<file path="src/rtl/addsub_pkg.sv">
package addsub_pkg;
  typedef enum logic {
    OP_ADD = 1'b0,
    OP_SUB = 1'b1
  } addsub_op_e;

  typedef struct packed {
    logic neg;
    logic zero;
    logic carry;
    logic ovf;
  } cond_flags_t;
endpackage

</file>
<file path="src/rtl/addsub_operand_prep.sv">
module addsub_operand_prep
  import addsub_pkg::*;
#(
  parameter int WIDTH = 32
) (
  input  logic [WIDTH-1:0] rhs_in,
  input  addsub_op_e       op,
  output logic [WIDTH-1:0] rhs_eff,
  output logic             carry_in
);
  // Subtraction is lhs + ~rhs + 1.
  always_comb begin
    if (op == OP_SUB) begin
      rhs_eff  = ~rhs_in;
      carry_in = 1'b1;
    end else begin
      rhs_eff  = rhs_in;
      carry_in = 1'b0;
    end
  end
endmodule

</file>
<file path="src/rtl/addsub_ripple.sv">
module addsub_ripple #(
  parameter int WIDTH = 32
) (
  input  logic [WIDTH-1:0] x,
  input  logic [WIDTH-1:0] y,
  input  logic             cin,
  output logic [WIDTH-1:0] sum
);
  // The chain stops below the top bit: flags come from the sign bits instead.
  logic [WIDTH-1:0] chain;
  assign chain[0] = cin;

  for (genvar i = 0; i < WIDTH; i++) begin : g_bit
    assign sum[i] = x[i] ^ y[i] ^ chain[i];
    if (i < WIDTH - 1) begin : g_carry
      assign chain[i+1] = (x[i] & y[i]) | (x[i] & chain[i]) | (y[i] & chain[i]);
    end
  end
endmodule

</file>
<file path="src/rtl/addsub_flag_gen.sv">
module addsub_flag_gen
  import addsub_pkg::*;
#(
  parameter int WIDTH = 32
) (
  input  logic [WIDTH-1:0] lhs,
  input  logic [WIDTH-1:0] rhs,
  input  logic [WIDTH-1:0] res,
  input  addsub_op_e       op,
  output cond_flags_t      flags
);
  localparam int MSB = WIDTH - 1;

  logic sa, sb, sr;
  assign sa = lhs[MSB];
  assign sb = rhs[MSB];
  assign sr = res[MSB];

  always_comb begin
    flags.neg  = sr;
    flags.zero = (res == '0);
    if (op == OP_SUB) begin
      flags.carry = (sa & ~sb) | (sa & ~sr) | (~sb & ~sr);
      flags.ovf   = (sa ^ sb) & (sr ^ sa);
    end else begin
      flags.carry = (sa & sb) | (sa & ~sr) | (sb & ~sr);
      flags.ovf   = ~(sa ^ sb) & (sr ^ sa);
    end
  end
endmodule

</file>
<file path="src/rtl/addsub_flags.sv">
module addsub_flags
  import addsub_pkg::*;
#(
  parameter int WIDTH = 32
) (
  input  logic [WIDTH-1:0] opa,
  input  logic [WIDTH-1:0] opb,
  input  logic             op_sub,
  output logic [WIDTH-1:0] result,
  output logic             flag_n,
  output logic             flag_z,
  output logic             flag_c,
  output logic             flag_v
);
  addsub_op_e       op;
  logic [WIDTH-1:0] rhs_eff;
  logic             cin;
  logic [WIDTH-1:0] sum;
  cond_flags_t      flags;

  assign op = addsub_op_e'(op_sub);

  addsub_operand_prep #(.WIDTH(WIDTH)) u_prep (
    .rhs_in  (opb),
    .op      (op),
    .rhs_eff (rhs_eff),
    .carry_in(cin)
  );

  addsub_ripple #(.WIDTH(WIDTH)) u_add (
    .x  (opa),
    .y  (rhs_eff),
    .cin(cin),
    .sum(sum)
  );

  addsub_flag_gen #(.WIDTH(WIDTH)) u_flags (
    .lhs  (opa),
    .rhs  (opb),
    .res  (sum),
    .op   (op),
    .flags(flags)
  );

  assign result = sum;
  assign flag_n = flags.neg;
  assign flag_z = flags.zero;
  assign flag_c = flags.carry;
  assign flag_v = flags.ovf;
endmodule

</file>
<file path="config.mk">
export PLATFORM = sky130hd
export DESIGN_NAME = addsub_flags
export DESIGN_NICKNAME = d
export VERILOG_FILES = /design/src/rtl/addsub_pkg.sv /design/src/rtl/addsub_operand_prep.sv /design/src/rtl/addsub_ripple.sv /design/src/rtl/addsub_flag_gen.sv /design/src/rtl/addsub_flags.sv
export SDC_FILE = /design/constraint.sdc
export NUM_CORES = 1
export LEC_CHECK = 0
export ABC_AREA = 1
export ABC_CLOCK_PERIOD_IN_PS = 33700
export BUFFER_PORTS_ARGS = -buffer_cell sky130_fd_sc_hd__buf_2
export CAP_MARGIN = 20
export CORE_UTILIZATION = 48
export DETAILED_ROUTE_END_ITERATION = 10
export GPL_TIMING_DRIVEN = 0
export PLACE_DENSITY = 0.95
export SYNTH_ARGS = -nofsm -noshare
export SYNTH_HDL_FRONTEND = slang
export SYNTH_HIERARCHICAL = 1
export SYNTH_SLANG_ARGS = --single-unit
</file>
<file path="constraint.sdc">
create_clock -name vclk -period 33.7
set_clock_uncertainty 0.05 [all_clocks]
set_input_delay 0 -clock vclk [all_inputs]
set_output_delay 0 -clock vclk [all_outputs]
set_load 0.005 [all_outputs]
</file>
==> reports/results.ini, run 1 <==
[sta]
final.min_clock_period_ns=13.79
slew_violations=0
finalSetupViolCount=0
rsz0062_at_grt=false
tightest_slew_ns=0.187
fin_crit_sh_pct=40.9
maxSlewHeadroom_pct=87.5
max_freq_mhz=72.5
finalSetupTns_ns=0
hold_viol_final=0
setup_ws_ns=19.91

[synth]
netlist_area_um2=1520
netlist.area_leader.share_pct=40.9
ys_types=16
synth_warnings=6
netlist_instances=228
syn_nets=327
synth_area_leaders=fa_1 41%, nand2_1 24%, inv_1 11%, nand2_2 5.8%, nor2_1 5.4%
avgSynthCellArea_um2=6.66
yosysSeqAreaShare_pct=0
yosys.area.top_type=fa_1

[setup_path]
critPathTopFamily=adder cells
worstSetupPathType=input pin to output pin
critPathSlowestCell=fa_1
cpMostUsedCell=fa_1
crit_buf_inv=9
slowest_delay_ns=0.42
worst_ep_arrival_time_ns=13.74
cp.required_ns=33.65
endpoint_kind=output pin
cp-start-kind=input pin
cp_max_fo=10

[final_layout]
syn2layout_area_growth_pct=36.9
antennaDiodeCount=0
seqCellArea_um2=0
seq_cells=0
nNetsFinal=430
clock_buffers=0
layout-drive-gt1-share_pct=38.6

[global_route]
grt_overflow=0
grt_max_degree=11
antenna_found_initial=0
gr-usage-all-layers_pct=22.4
grt_pass1_vias=1614
grt_pass1_wl_mm=6.08

[run_status]
status=completed

[route]
routedWlPerCell_um=9.87
finalWirelength_mm=3.68
dr.first_iter.drc_count=52
dr.pass1.iters=4
antenna_left=0
drc=0
vias=1675
viasPerCell=4.49

[pwr]
pwr-share-seq_pct=0
power_density_nw_per_um2=20.9
p_int_mw=0.0214
p_sw_mw=0.0220
p_leak_nw=1.31
switching_share_pct=50.6
clockPowerShare_pct=0
p_comb_share_pct=100.0
ir_drop_mv=0.00894

[die]
die_w_um=58.2
initial_core_util_pct=50.1
die-height_um=58.2
io_pins=101
rows=20
die_area_um2=3390
fp.coreArea_um2=3030

[placement]
portBuffers=101
dp_hpwl_mm=3.36
gp_congestion=0.763
place_ws_ns=19.92

[clock_tree]
cts_resized=0
cts_hold_buf=0
cts_setup_buffers=0

[worst_hold_path]
min_path_type=input pin to output pin

[flow_run]
maxCapViolations=0

worst min-delay path: stages:
cell and delay [ns]:
buf_2 0.09, fa_1 0.16, buf_2 0.11
cell type report:
type | instances | area, um2
Inverter | 44 | 173
Fill cell | 290 | 950
Multi-Input combinational cell | 175 | 1240
Buffer | 9 | 108
Timing Repair Buffer | 101 | 505
Tap cell | 44 | 55.1
per-layer routing:
layer / wire, um / up-vias / GRT usage [%]
li1: - / 843 / -
met5: 0 / - / 0
met4: 0 / 0 / 1.70
met1: 1370 / 770 / 23.7
met3: 210 / 0 / 2.68
met2: 2100 / 62 / 47.8
cells in the mapped netlist:
cell type and count:
buf_4 2, inv_8 1, o21ai_0 2, nand2_1 98, ha_1 3, fa_1 31
nand3_1 1, xnor2_1 1, inv_1 43, nor3_1 1, buf_12 1, buf_6 4
nand2_2 14, nor2_2 2, clkbuf_8 2, nor2_1 22
kinds of logic after synthesis:
logic type               share of synthesized area [%]
AO/OA/AOI/OAI                                    0.660
XOR/XNOR                                         0.577
adder cells (fa/ha/maj)                           43.4
buffers and inverters                             18.5
AND/OR/NAND/NOR                                   36.9
layout by cell type, fill, tap and decap left out:
master	instances
nor2_2	2
fa_1	31
clkbuf_8	2
buf_2	101
o21ai_0	2
nand3_1	1
ha_1	3
inv_1	43
inv_8	1
nor3_1	1
nor2_1	22
nand2_2	14
nand2_1	98
buf_4	2
buf_6	4
xnor2_1	1
buf_12	1
power by group through the flow:
stage,Sequential [mW],Combinational (mW),Clock [mW]
3_5_place_dp,0,0.0438,0
3_3_place_gp,0,0.0420,0
6_report,0,0.0434,0
2_1_floorplan,0,0.0260,0
4_1_cts,0,0.0440,0
5_1_grt,0,0.0496,0
path summary, 6_finish.rpt:
path | depth (start not counted) | end | slack [ns] | start
min | 3 | result[20] | 0.31 | opa[20]
max | 49 | flag_c | 19.91 | op_sub
metrics by stage:
step	instances	hold WS (ns)	utilization (%)	power, mW	area (um2)
after global routing	373	0.336	68.6	0.0496	2080
final	373	0.311	68.6	0.0434	2080
after global placement	373	0.314	68.6	0.0420	2080
after CTS	373	0.315	68.6	0.0440	2080
after detailed placement	373	0.315	68.6	0.0438	2080
after floorplan	228	0.0838	-	0.0260	1520
Power figures use the tool's default switching activity.
==> run 2, diff against run 1 <==
- ABC_CLOCK_PERIOD_IN_PS: 33700 -> 11800
- CORE_UTILIZATION: 48 -> 40
- PLACE_DENSITY: 0.95 -> 0.86
- clock period: 33.7 -> 11.8 ns (I/O delays scaled with it)
==> run 2 against run 1 <==
Effect of this change:
- via count fell by 0.84%
- critical path depth fell by 1
- largest cell class unchanged
- total power rose to 3.2 times the previous value
- sequential cell count did not move
- critical endpoint is now flag_z
- setup slack got worse by 20 ns
- critical path type unchanged
- cell count rose by 2.7%
- the run now ends with negative setup slack left
- worst hold slack improved by 0.034 ns
==> reports/results.ini, run 2 (synthesis gave the netlist of run 1 again) <==
[final_layout]
nNetsFinal=436
fin_cells=383
seq_cells=0
clock_buffers=0
antennaDiodeCount=0
seqCellArea_um2=0
final_common_cell=buf_2
syn2layout_area_growth_pct=48.5
final_cell_mix=99 x buf_2, 95 x nand2_1, 39 x inv_1
layout-drive-gt1-share_pct=51.9

[sta]
hold_viol_final=0
fin_crit_sh_pct=103
rsz0062_at_grt=true
setup_ws_ns=-0.384
finalSetupTns_ns=-1.30
finalSetupViolCount=5
final.min_clock_period_ns=12.18
maxSlewHeadroom_pct=90.0
max_freq_mhz=82.1
holdWs_ns=0.345
tightest_slew_ns=0.149
slew_violations=0

[global_route]
gr-usage-all-layers_pct=20.2
grt_max_degree=15
grt_pass1_vias=1662
antenna_found_initial=0
grt_pass1_wl_mm=6.67
grt_overflow=0

[setup_path]
worstSetupPathType=input pin to output pin
cp.depth=48
critPathTopFamily=adder cells
cp_max_fo=5
cpMostUsedCell=fa_2
endpoint_kind=output pin
slowest_delay_ns=0.37
crit_buf_inv=8
cp-start-kind=input pin
critPathSlowestCell=fa_2
cp.required_ns=11.75
worstSetupEndpoint=flag_z
crit_start=op_sub
worst_ep_arrival_time_ns=12.13

[route]
routedWlPerCell_um=10.4
vias=1661
antenna_left=0
finalWirelength_mm=3.98
viasPerCell=4.34
drc=0
dr.first_iter.drc_count=56
dr.pass1.iters=4

[worst_hold_path]
min_path_type=input pin to output pin

[pwr]
ir_drop_mv=0.0310
p_leak_nw=1.31
power_density_nw_per_um2=61.8
total_power_mw=0.139

[placement]
portBuffers=101
dp_hpwl_mm=3.42
dp.cells=377
gp_congestion=0.787

[die]
io_pins=101
rows=22
fp.coreArea_um2=3660
die-height_um=63.6
die_area_um2=4040
die_w_um=63.6
initial_core_util_pct=41.5

[run_status]
status=finished, violations left
violations=negative setup slack

[clock_tree]
cts_hold_buf=0

[flow_run]
maxCapViolations=0

[run 2: cell types whose count changed in the layout (fill, tap and decap cells not counted), sizes merged]
cell  delta
buf      +6
[run 2: area by class of cell]
cell class	count	area (um2)
Buffer	8	91.3
Multi-Input combinational cell	175	1350
Timing Repair Buffer	108	582
Inverter	44	173
Fill cell	370	1410
Tap cell	48	60.1
[run 2: layer usage]
metal | share of wire [%] | global-route usage (%) | vias to the layer above
li1 | - | - | 854
met1 | 39 | 24.4 | 758
met2 | 57 | 40.4 | 49
met3 | 3.9 | 1.09 | 0
met4 | 0 | 0.568 | 0
met5 | 0 | 0 | -
[run 2: what timing repair did]
item	CTS	global route
endpoints found under the hold margin	0	0
buffers inserted	5	2
pin swaps	5	5
setup endpoints to repair	6	6
resized for setup	21	4
cloned	0	0
[run 2: per-stage QoR]
step	cell area, um2	utilization, %	setup WS [ns]
floorplan	1590	-	0.0286
global placement	2150	58.7	-0.588
detailed placement	2150	58.7	-0.857
CTS	2230	60.9	-0.362
global route	2250	61.6	-0.718
finish	2250	61.6	-0.384
[run 2: how the worst min path moves through the flow]
stage / startpoint / end / slack, ns / depth (start not counted)
2_1_floorplan: op_sub / flag_v / 0.08 / 2
3_3_place_gp: opa[1] / result[1] / 0.31 / 3
3_5_place_dp: opa[1] / result[1] / 0.32 / 3
4_1_cts: opa[1] / result[1] / 0.35 / 3
5_1_grt: opa[16] / result[16] / 0.36 / 3
6_report: opa[8] / result[8] / 0.35 / 3
[run 2: tightest hold or removal path, cell delays in order]
cell,delay [ns]
buf_2,0.09
fa_2,0.20
buf_2,0.10
[run 2: power breakdown]
part,internal (mW),total (mW),switching [mW]
Sequential,0,0,0
Clock,0,0,0
Combinational,0.0710,0.139,0.0683
Total,0.0710,0.139,0.0683
